==> src/rtl/sa_pkg.sv <==
package sa_pkg;
  typedef enum logic {
    APX_COPY = 1'b0,
    APX_ETOL = 1'b1
  } apx_mode_e;
endpackage

==> src/rtl/sa_low_region.sv <==
module sa_low_region #(
  parameter int K1 = 2,
  parameter int K2 = 2,
  localparam int L = K1 + K2
) (
  input  logic [L-1:0] a_i,
  input  logic [L-1:0] b_i,
  output logic [L-1:0] sum_o
);
  // b is zero across the whole low region by shift; a is zero below K1
  logic unused_lo;
  assign unused_lo = ^{a_i, b_i};

  for (genvar i = 0; i < L; i++) begin : g_bit
    if (i < K1) begin : g_trunc
      assign sum_o[i] = 1'b0;
    end else begin : g_copy
      assign sum_o[i] = a_i[i];
    end
  end
endmodule

==> src/rtl/sa_approx_region.sv <==
module sa_approx_region
  import sa_pkg::*;
#(
  parameter int        W    = 4,
  parameter apx_mode_e MODE = APX_COPY
) (
  input  logic [W-1:0] a_i,
  input  logic [W-1:0] b_i,
  output logic [W-1:0] sum_o
);
  if (MODE == APX_COPY) begin : g_copy
    logic unused_b;
    assign unused_b = ^b_i;
    assign sum_o    = a_i;
  end else begin : g_etol
    // hit[i]: some position at or above i has both bits set
    logic [W:0] hit;
    assign hit[W] = 1'b0;
    for (genvar i = W - 1; i >= 0; i--) begin : g_scan
      assign hit[i]   = hit[i+1] | (a_i[i] & b_i[i]);
      assign sum_o[i] = hit[i] | a_i[i] | b_i[i];
    end
  end
endmodule

==> src/rtl/sa_exact_region.sv <==
module sa_exact_region #(
  parameter int W = 8
) (
  input  logic [W-1:0] a_i,
  input  logic [W-1:0] b_i,
  input  logic         cin_i,
  output logic [W-1:0] sum_o,
  output logic         cout_o
);
  logic [W:0] c;
  assign c[0] = cin_i;
  for (genvar i = 0; i < W; i++) begin : g_fa
    assign sum_o[i] = a_i[i] ^ b_i[i] ^ c[i];
    assign c[i+1]   = (a_i[i] & b_i[i]) | (c[i] & (a_i[i] ^ b_i[i]));
  end
  assign cout_o = c[W];
endmodule

==> src/rtl/shift_approx_adder.sv <==
module shift_approx_adder
  import sa_pkg::*;
#(
  parameter int        N    = 16,
  parameter int        K1   = 2,
  parameter int        K2   = 2,
  parameter int        K3   = 4,
  parameter apx_mode_e MODE = APX_COPY
) (
  input  logic         clk_i,
  input  logic         rst_ni,
  input  logic [N-1:0] a_i,
  input  logic [N-1:0] b_i,
  output logic [N-1:0] sum_o,
  output logic         cout_o
);
  localparam int L = K1 + K2;
  localparam int H = L + K3;
  localparam int W = N - H;

  logic [N-1:0] sum_c;
  logic         cout_c;
  logic         cin_est;

  if (L > 0) begin : g_low
    sa_low_region #(.K1(K1), .K2(K2)) u_low (
      .a_i  (a_i[L-1:0]),
      .b_i  (b_i[L-1:0]),
      .sum_o(sum_c[L-1:0])
    );
  end

  if (K3 > 0) begin : g_apx
    sa_approx_region #(.W(K3), .MODE(MODE)) u_apx (
      .a_i  (a_i[H-1:L]),
      .b_i  (b_i[H-1:L]),
      .sum_o(sum_c[H-1:L])
    );
    assign cin_est = b_i[H-1];
  end else begin : g_no_apx
    assign cin_est = 1'b0;
  end

  sa_exact_region #(.W(W)) u_exact (
    .a_i   (a_i[N-1:H]),
    .b_i   (b_i[N-1:H]),
    .cin_i (cin_est),
    .sum_o (sum_c[N-1:H]),
    .cout_o(cout_c)
  );

  always_ff @(posedge clk_i or negedge rst_ni) begin
    if (!rst_ni) begin
      sum_o  <= '0;
      cout_o <= 1'b0;
    end else begin
      sum_o  <= sum_c;
      cout_o <= cout_c;
    end
  end
endmodule

==> config.mk <==
export PLATFORM = sky130hd
export DESIGN_NAME = shift_approx_adder
export DESIGN_NICKNAME = d
export VERILOG_FILES = /design/src/rtl/sa_pkg.sv /design/src/rtl/sa_low_region.sv /design/src/rtl/sa_approx_region.sv /design/src/rtl/sa_exact_region.sv /design/src/rtl/shift_approx_adder.sv
export SDC_FILE = /design/constraint.sdc
export NUM_CORES = 1
export LEC_CHECK = 0
export ABC_AREA = 1
export ABC_CLOCK_PERIOD_IN_PS = 800
export BUFFER_PORTS_ARGS = -buffer_cell sky130_fd_sc_hd__buf_2
export CAP_MARGIN = 20
export CORE_MARGIN = 4
export CORE_UTILIZATION = 38
export CTS_CLUSTER_SIZE = 30
export DETAILED_ROUTE_END_ITERATION = 16
export PLACE_DENSITY = 0.8
export SYNTH_ARGS = -nofsm -noshare
export SYNTH_HDL_FRONTEND = slang
export SYNTH_SLANG_ARGS = --single-unit
==> constraint.sdc <==
create_clock -name clk_i -period 0.8 [get_ports clk_i]
set_input_delay 0.24 -clock clk_i [delete_from_list [all_inputs] [get_ports clk_i]]
set_output_delay 0.24 -clock clk_i [all_outputs]
set_load 0.02 [all_outputs]
==> key figures <==
Outcome
  – Status: finished with violations
  – Failing checks: setup timing

GRT
  – Largest net degree at the start of global routing: 16
  – Overflow after GRT: 0
  – Vias in the first global route: 410
  – Total track usage: 11.5%
  – Global-route wire length before repair: 1690 um
  – Initial antenna violation count: 0

Clock network
  – Clock root cell: clkbuf_4
  – Sinks on Clock Net: 15
  – Postcts setup bufs: 0
  – CTS Buffer Depth: 2
  – CTS tree: built
  – Number of CTS-inserted buffers: 3
  – Clock-pin slew on the worst setup and hold paths: 0.08 ns
  – CTS H-tree depth: 1

Hold path
  – Hold path start: a_i[4]
  – Hold depth: 1
  – Worst Hold End: sum_o[4]
  – Worst min path class: in -> reg

Cells and area
  – Area delta synth->final: 60.7%
  – Share of post-route cells with drive strength above 1: 68.4%
  – Antenna diode instance count: 0
  – Nets: 122
  – Post-route cell area: 951 sq um
  – Final core utilization: 68.8%

Power and ir drop
  – VDD IR max: 1.13 mV
  – Switching Share: 28.6%
  – Power Total: 1.87 mW
  – Int Power: 1.33 mW
  – Leak Pwr: 0.488 nW
  – Clock share of power: 21.8%
  – P_sw: 534 uW
  – Register share of total power: 48.2%
  – Logic pwr share: 30.0%
  – PD cells: 1970 nW/um^2

Worst setup path
  – Setup CP Type: in -> reg
  – Worst Setup Start Kind: input port
  – Arr. time, crit path: 3.26 ns
  – Max FO, Critical Path: 1
  – CP Capture Type: register
  – Worst EP required: 1.02 ns

Die
  – Placeable Area: 1380 sq um
  – # rows: 13
  – Ports: 51
  – Die area: 2250 sq um
  – Initial Util: 42.8%
  – Die W: 47.5 um
  – Height of the chip: 47.5 um

STA
  – Slew Viols, Final: 0
  – Final setup viols: 23
  – Hold WS: 0.0686 ns
  – Final worst slack: -2.25 ns
  – Fmax: 328 MHz
  – Post-route clock period utilization: 381%
  – Final hold vios: 0
  – Min Tclk post-route: 3.05 ns
  – RSZ-0062 raised after global routing: true

Place
  – RD Place Congestion: 0.631
  – IO buf count: 39
  – Post-placement cell area: 815 sq um

Drt
  – Post-detailed-route DRC marker count: 0
  – Initial DRC count: 0
  – Routed Antenna Nets: 0
  – First-pass DRT Iterations: 1
  – WL/cell: 11.4 um
  – Total number of vias: 385
  – Vias per inst: 4.10
  – Detailed Route WL: 1070 um

Logic synthesis
  – Synthesized cell area: 592 sq um
  – Yosys cell types: 5
  – Mean area per synthesized cell: 16.4 sq um
  – Synth warnings: 0
  – Register area share after synthesis: 63.4%
  – Register bit total from synthesis: 15
  – Mapped Cells: 36

Run
  – Max-Cap Viols: 0
[flip-flops by register name, summed over array words and instances (netlist names)]
name	flops
cout_o	1
sum_o	14
[cell families after synthesis]
| kind of cell | after synthesis | synth area share (%) |
|---|---|---|
| flip-flops | 15 | 63.4 |
| buffers and inverters | 12 | 8.88 |
| adder cells (fa/ha/maj) | 8 | 27.1 |
| other | 1 | 0.634 |
[power by group through the flow]
stage / logic (mW) / registers (mW) / clock network, mW
after CTS: 0.572 / 0.902 / 0.425
after global placement: 0.427 / 0.886 / 0
after detailed placement: 0.447 / 0.892 / 0
after floorplan: 0.105 / 1.03 / 0
after global routing: 0.616 / 0.909 / 0.458
final: 0.560 / 0.900 / 0.408
[repair_timing]
item	CTS	global route
setup endpoints to repair	23	23
pin swaps	0	2
hold endpoints to repair	15	0
hold buffers	1	0
cloned	0	0
gates resized for setup	32	0
[worst max-delay path, cell delays in order]
cell   delay [ns]
buf_6        0.09
fa_2         0.37
inv_2        0.06
fa_2         0.18
inv_2        0.04
fa_2         0.33
fa_2         0.35
fa_2         0.37
fa_2         0.35
fa_2         0.34
inv_2        0.06
fa_2         0.42
inv_2        0.05
[through the flow]
| step | cells | setup WS (ns) | TNS [ns] |
|---|---|---|---|
| after global routing | 94 | -2.31 | -14.44 |
| after global placement | 89 | -2.52 | -12.86 |
| after CTS | 94 | -2.25 | -13.86 |
| after floorplan | 37 | -2.36 | -11.58 |
| after detailed placement | 89 | -2.56 | -13.05 |
| final | 94 | -2.25 | -13.68 |
[cells in the mapped netlist]
master,count,share of area (%)
inv_1,10,6.3
fa_1,8,27
buf_4,2,2.5
conb_1,1,0.63
dfrtp_1,15,63
[placed cells by master, fill, tap and decap left out, drive strengths merged]
| master | instances |
|---|---|
| buf | 39 |
| dfrtp | 15 |
| inv | 10 |
| fa | 8 |
| clkbuf | 4 |
| conb | 2 |
| dlygate4sd3 | 1 |
[layer usage]
layer	part of all wire, %	global-route usage (%)	vias to the layer above
li1	-	-	178
met1	27	11.1	183
met2	59	21.4	24
met3	14	4.14	0
met4	0	4.97	0
met5	0	0	-
[final cells by class]
type / count / area (sq um)
inverters: 10 / 37.5
clock buffers: 4 / 26.3
fillers: 107 / 432
multi-input cells: 10 / 188
well taps: 15 / 18.8
flip-flops and latches: 15 / 375
repair buffers: 40 / 305
[how the worst max path moves through the flow]
| stage | startpoint | depth (start not counted) | end | slack, ns |
|---|---|---|---|---|
| 6_report | a_i[8] | 13 | sum_o[15] | -2.25 |
| 5_1_grt | a_i[8] | 13 | sum_o[15] | -2.31 |
| 4_1_cts | a_i[8] | 13 | sum_o[15] | -2.25 |
| 3_5_place_dp | a_i[8] | 13 | sum_o[15] | -2.56 |
| 3_3_place_gp | a_i[8] | 13 | sum_o[15] | -2.52 |
| 2_1_floorplan | a_i[8] | 12 | sum_o[15] | -2.36 |
No activity file was read; power rests on OpenSTA's default activity.
